$ cat src/rtl/pad_win_pkg.sv
package pad_win_pkg;

    localparam int BTN_W     = 32;
    localparam int PAD_W     = 16;
    localparam int ADDR_W    = 32;
    localparam int DATA_W    = 32;
    localparam int N_PLAYERS = 2;
    localparam int SYNC_DEPTH = 2;
    localparam int SRC_W     = PAD_W;

    localparam logic [ADDR_W-1:0] WIN_BASE   = 32'h1F80_8500;
    localparam logic [ADDR_W-1:0] ADDR_PAD1  = WIN_BASE + 32'h0;
    localparam logic [ADDR_W-1:0] ADDR_PAD2  = WIN_BASE + 32'h4;
    localparam logic [ADDR_W-1:0] ADDR_STAT  = WIN_BASE + 32'h8;
    localparam logic [DATA_W-1:0] STAT_VALUE = 32'h0000_0001;

    // Source host bit for each pad bit, index 0 = pad LSB.
    localparam int PAD_SRC [PAD_W] = '{
        5, 14, 15, 4, 3, 0, 2, 1,
        12, 13, 10, 11, 6, 9, 7, 8
    };

    typedef enum logic [1:0] {
        SEL_NONE   = 2'd0,
        SEL_PAD1   = 2'd1,
        SEL_PAD2   = 2'd2,
        SEL_STATUS = 2'd3
    } reg_sel_e;

    typedef struct packed {
        logic     req;
        reg_sel_e sel;
    } rd_req_t;

    typedef logic [N_PLAYERS-1:0][PAD_W-1:0] pad_bank_t;

    function automatic reg_sel_e decode_addr(input logic [ADDR_W-1:0] a);
        reg_sel_e s;
        if (a == ADDR_PAD1)      s = SEL_PAD1;
        else if (a == ADDR_PAD2) s = SEL_PAD2;
        else if (a == ADDR_STAT) s = SEL_STATUS;
        else                     s = SEL_NONE;
        return s;
    endfunction

endpackage

$ cat src/rtl/pad_sync.sv
module pad_sync #(
    parameter int W      = 16,
    parameter int STAGES = 2
) (
    input  logic         clk,
    input  logic         rst,
    input  logic [W-1:0] d_async,
    output logic [W-1:0] q_sync
);
    logic [W-1:0] stage_q [STAGES];

    genvar s;
    generate
        for (s = 0; s < STAGES; s++) begin : g_stage
            if (s == 0) begin : g_first
                always_ff @(posedge clk) begin
                    if (rst) stage_q[0] <= '0;
                    else     stage_q[0] <= d_async;
                end
            end else begin : g_next
                always_ff @(posedge clk) begin
                    if (rst) stage_q[s] <= '0;
                    else     stage_q[s] <= stage_q[s-1];
                end
            end
        end
    endgenerate

    assign q_sync = stage_q[STAGES-1];
endmodule

$ cat src/rtl/pad_encoder.sv
module pad_encoder
    import pad_win_pkg::*;
(
    input  logic [SRC_W-1:0] btn,
    output logic [PAD_W-1:0] pad
);
    genvar i;
    generate
        for (i = 0; i < PAD_W; i++) begin : g_bit
            assign pad[i] = ~btn[PAD_SRC[i]];
        end
    endgenerate
endmodule

$ cat src/rtl/pad_read_port.sv
module pad_read_port
    import pad_win_pkg::*;
(
    input  logic              clk,
    input  logic              rst,
    input  logic              rd_en,
    input  logic [ADDR_W-1:0] rd_addr,
    input  pad_bank_t         pads,
    output logic [DATA_W-1:0] rd_data,
    output logic              rd_valid
);
    rd_req_t            req;
    logic [DATA_W-1:0]  mux_data;

    always_comb begin
        req.req = rd_en;
        req.sel = decode_addr(rd_addr);
    end

    always_comb begin
        mux_data = '0;
        if (req.req) begin
            unique case (req.sel)
                SEL_PAD1:   mux_data = {{(DATA_W-PAD_W){1'b0}}, pads[0]};
                SEL_PAD2:   mux_data = {{(DATA_W-PAD_W){1'b0}}, pads[1]};
                SEL_STATUS: mux_data = STAT_VALUE;
                default:    mux_data = '0;
            endcase
        end
    end

    always_ff @(posedge clk) begin
        if (rst) begin
            rd_valid <= 1'b0;
            rd_data  <= '0;
        end else begin
            rd_valid <= req.req;
            rd_data  <= mux_data;
        end
    end
endmodule

$ cat src/rtl/pad_reg_window.sv
module pad_reg_window
    import pad_win_pkg::*;
(
    input  logic              clk,
    input  logic              rst,
    input  logic [BTN_W-1:0]  host_btn_p1,
    input  logic [BTN_W-1:0]  host_btn_p2,
    input  logic              rd_en,
    input  logic [ADDR_W-1:0] rd_addr,
    output logic [DATA_W-1:0] rd_data,
    output logic              rd_valid
);
    logic [N_PLAYERS-1:0][BTN_W-1:0] host_words;
    logic [N_PLAYERS-1:0][SRC_W-1:0] synced;
    pad_bank_t                       pads;
    logic                            unused_hi_bits;

    assign host_words[0] = host_btn_p1;
    assign host_words[1] = host_btn_p2;
    assign unused_hi_bits = ^{host_btn_p1[BTN_W-1:SRC_W], host_btn_p2[BTN_W-1:SRC_W]};

    genvar p;
    generate
        for (p = 0; p < N_PLAYERS; p++) begin : g_player
            pad_sync #(
                .W      (SRC_W),
                .STAGES (SYNC_DEPTH)
            ) u_sync (
                .clk     (clk),
                .rst     (rst),
                .d_async (host_words[p][SRC_W-1:0]),
                .q_sync  (synced[p])
            );

            pad_encoder u_enc (
                .btn (synced[p]),
                .pad (pads[p])
            );
        end
    endgenerate

    pad_read_port u_port (
        .clk      (clk),
        .rst      (rst),
        .rd_en    (rd_en),
        .rd_addr  (rd_addr),
        .pads     (pads),
        .rd_data  (rd_data),
        .rd_valid (rd_valid)
    );
endmodule

$ cat config.mk
export PLATFORM = sky130hd
export DESIGN_NAME = pad_reg_window
export DESIGN_NICKNAME = d
export VERILOG_FILES = /design/src/rtl/pad_win_pkg.sv /design/src/rtl/pad_sync.sv /design/src/rtl/pad_encoder.sv /design/src/rtl/pad_read_port.sv /design/src/rtl/pad_reg_window.sv
export SDC_FILE = /design/constraint.sdc
export NUM_CORES = 1
export LEC_CHECK = 0
export BUFFER_PORTS_ARGS = -buffer_cell sky130_fd_sc_hd__clkbuf_2
export CORE_ASPECT_RATIO = 1.75
export CORE_UTILIZATION = 35
export DETAILED_ROUTE_END_ITERATION = 8
export SLEW_MARGIN = 20
export SYNTH_ARGS = -nofsm -noshare
export SYNTH_HDL_FRONTEND = slang
export SYNTH_SLANG_ARGS = --single-unit
$ cat constraint.sdc
create_clock -name clk -period 3.1 [get_ports clk]
set_input_delay 0.155 -clock clk [delete_from_list [all_inputs] [get_ports clk]]
set_output_delay 0.155 -clock clk [all_outputs]
set_load 0.01 [all_outputs]
==> results.sh <==
export IMPL_reg2regPathDepth=2
export IMPL_r2r_slack_ns=2.27
export IMPL_start_util_pct=36.0
export IMPL_cts_buffers=9
export IMPL_cts_sinks=81
export IMPL_slew_headroom_pct=61.4
export IMPL_netlist_instances=220
export IMPL_synth_seq_cells=81
export IMPL_die_w_um=68.5
export IMPL_cts_tree="done"
export IMPL_worstHoldPathType="in2reg"
export IMPL_end_kind="flop"
export IMPL_crit_start="rd_addr[4]"
export IMPL_worstPathRequired_ns=3.32
export IMPL_clock_latency_ns=0.33
export IMPL_overflow=0
export IMPL_drive_gt1_share_pct=42.8
export IMPL_synth_area_leader_cell="dfxtp_1"
export IMPL_status="complete, no violations"
export IMPL_path_clk_slew_ns=0.06
export IMPL_dieArea_sq_um=8110
export IMPL_synth_top_area_share_pct=59.9
export IMPL_ant_nets=0
export IMPL_firstDrtPassIters=3
export IMPL_hold_viol=0
export IMPL_antenna_found_initial=0
export IMPL_final_common_cell="clkbuf_2"
export IMPL_n_fill_cell=729
export IMPL_vdd_drop_max_v=0.000285
export IMPL_max_cap_violations=0
export IMPL_max_freq_ghz=0.823
export IMPL_p_leak_nw=1.51
export IMPL_core_area_sq_um=7510
export IMPL_cp_data_arrival_time_ns=1.44
export IMPL_routed_wl_mm=3.94
export IMPL_synth_area_per_cell_sq_um=12.3
export IMPL_finalInstanceArea_sq_um=3420
export IMPL_place_area_sq_um=3110
export IMPL_r2r_end="u_port.rd_data[4]"
export IMPL_clockBufferDepth=2
export IMPL_ctsHoldBuffers=0
export IMPL_cts_setup_buffers=0
export IMPL_syn_area_sq_um=2710
export IMPL_root_buffer="clkbuf_16"
export IMPL_ys_warn_count=0
export IMPL_fin_crit_sh_pct=39.2
export IMPL_most_common_layout_cells="clkbuf_2 (83), dfxtp_1 (81), nor2b_1 (65)"
export IMPL_finalSetupTns_ns=0
export IMPL_io_pins=132
export IMPL_place_congestion=0.682
export IMPL_worst_pin_slew_ns=0.580
export IMPL_hpwl_mm=2.84
export IMPL_rsz0062_at_grt="no"
export IMPL_grt_use_total_pct=11.2
export IMPL_synth_distinct_cells=19
export IMPL_n_antenna_cell=0
export IMPL_cp_max_fo=16
export IMPL_routedWlPerCell_um=10.0
export IMPL_min_delay_start="host_btn_p1[7]"
export IMPL_setup_viol=0
export IMPL_drt_iter0_drc=42
export IMPL_portBuffers=83
export IMPL_htree_levels=3
export IMPL_vias=1643
export IMPL_finClkSkew_ns=0.00416
export IMPL_crit_path_start_kind="input pin"
export IMPL_first_global_vias=1537
export IMPL_routed_via_density=4.17
export IMPL_whs_path_depth=2
export IMPL_fin_crit_ns=1.22
export IMPL_route_detailed_drc=0
export IMPL_rows=42
export IMPL_post_cts_resized=0
export IMPL_synth_area_top_cells="dfxtp_1 (60%), nor2b_1 (15%), mux2_2 (6.2%), buf_4 (4.7%), nor4_2 (4.2%)"
export IMPL_fp_dieH_um=118
export IMPL_grt_max_degree=66
export IMPL_r2r_start="g_player[1].u_sync.stage_q[1][3]"
export IMPL_drv_slew=0
export IMPL_final_net_count=400
export IMPL_syn_to_final_growth_pct=26.5
export IMPL_p_per_area_nw_per_um2=669
export IMPL_worstSetupPathType="in2reg"
export IMPL_whs_endpoint="g_player[0].u_sync.stage_q[0][7]"
export IMPL_grt_pass1_wl_mm=6.29
export IMPL_seq_area_frac_synth_pct=59.9
cells in the mapped netlist (all sizes together):
master	instances
clkbuf	8
buf	21
and4bb	2
dfxtp	81
conb	1
nor2	1
and4b	1
nor3	1
nor4b	3
nand4	2
mux2i	1
nor2b	65
mux2	15
nand2b	1
nor4	17
flip-flops by register name, indices dropped and copies added (netlist names):
signal / flops
g_player.u_sync.stage_q: 64
u_port.rd_data: 16
u_port.rd_valid: 1
power by group:
group | leakage [nW] | total (W) | switching (W) | internal [W]
Combinational | 0.686 | 0.000120 | 0.0000547 | 0.0000653
Clock | 0.154 | 0.00108 | 0.000379 | 0.000705
Sequential | 0.667 | 0.00109 | 0.00000727 | 0.00108
how the worst max path moves through the flow:
stage,to,slack [ns],cells after the start
floorplan,u_port.rd_data[6],1.97,4
global placement,u_port.rd_data[11],1.55,4
detailed placement,u_port.rd_data[15],1.51,4
CTS,u_port.rd_data[15],1.86,4
global route,u_port.rd_data[4],1.79,4
finish,u_port.rd_data[4],1.88,4
cell families after synthesis:
group                  count (synthesis)  synth area share, %
AND/OR/NAND/NOR                       93                 26.6
other                                  1                0.138
buffers and inverters                 29                 6.79
multiplexers                          16                 6.61
flip-flops                            81                 59.9
per-stage QoR:
step / hold WS [ns] / setup slack, ns / total power, W / utilization, % / instances
floorplan: 0.283 / 1.97 / 0.00120 / - / 235
global placement: 0.368 / 1.55 / 0.00123 / 41.4 / 378
detailed placement: 0.367 / 1.51 / 0.00123 / 41.4 / 378
CTS: 0.0163 / 1.86 / 0.00233 / 45.6 / 394
global route: 0.0322 / 1.79 / 0.00239 / 45.6 / 394
finish: 0.0330 / 1.88 / 0.00229 / 45.6 / 394
layer usage:
layer / wire, um / track usage (%) / share of wire (%) / up-vias
met5: 0 / 0 / 0 / -
met4: 140 / 9.38 / 3.6 / 0
met3: 264 / 4.34 / 6.7 / 8
met2: 2040 / 18.6 / 52 / 65
met1: 1500 / 9.98 / 38 / 719
li1: - / - / - / 851
critical path, stage by stage:
cell	delay, ns
clkbuf_2	0.08
nor4_2	0.29
nand4_2	0.48
nor4_1	0.42
cell type report:
class	count	area [sq um]	area share [%]
sequential	81	1620	47.4
clock inverter	5	78.8	2.30
multi-input combinational	125	958	28.0
clock buffer	11	233	6.80
tap	88	110	3.22
timing repair buffer	84	423	12.3
No activity file was read; power rests on OpenSTA's default activity.
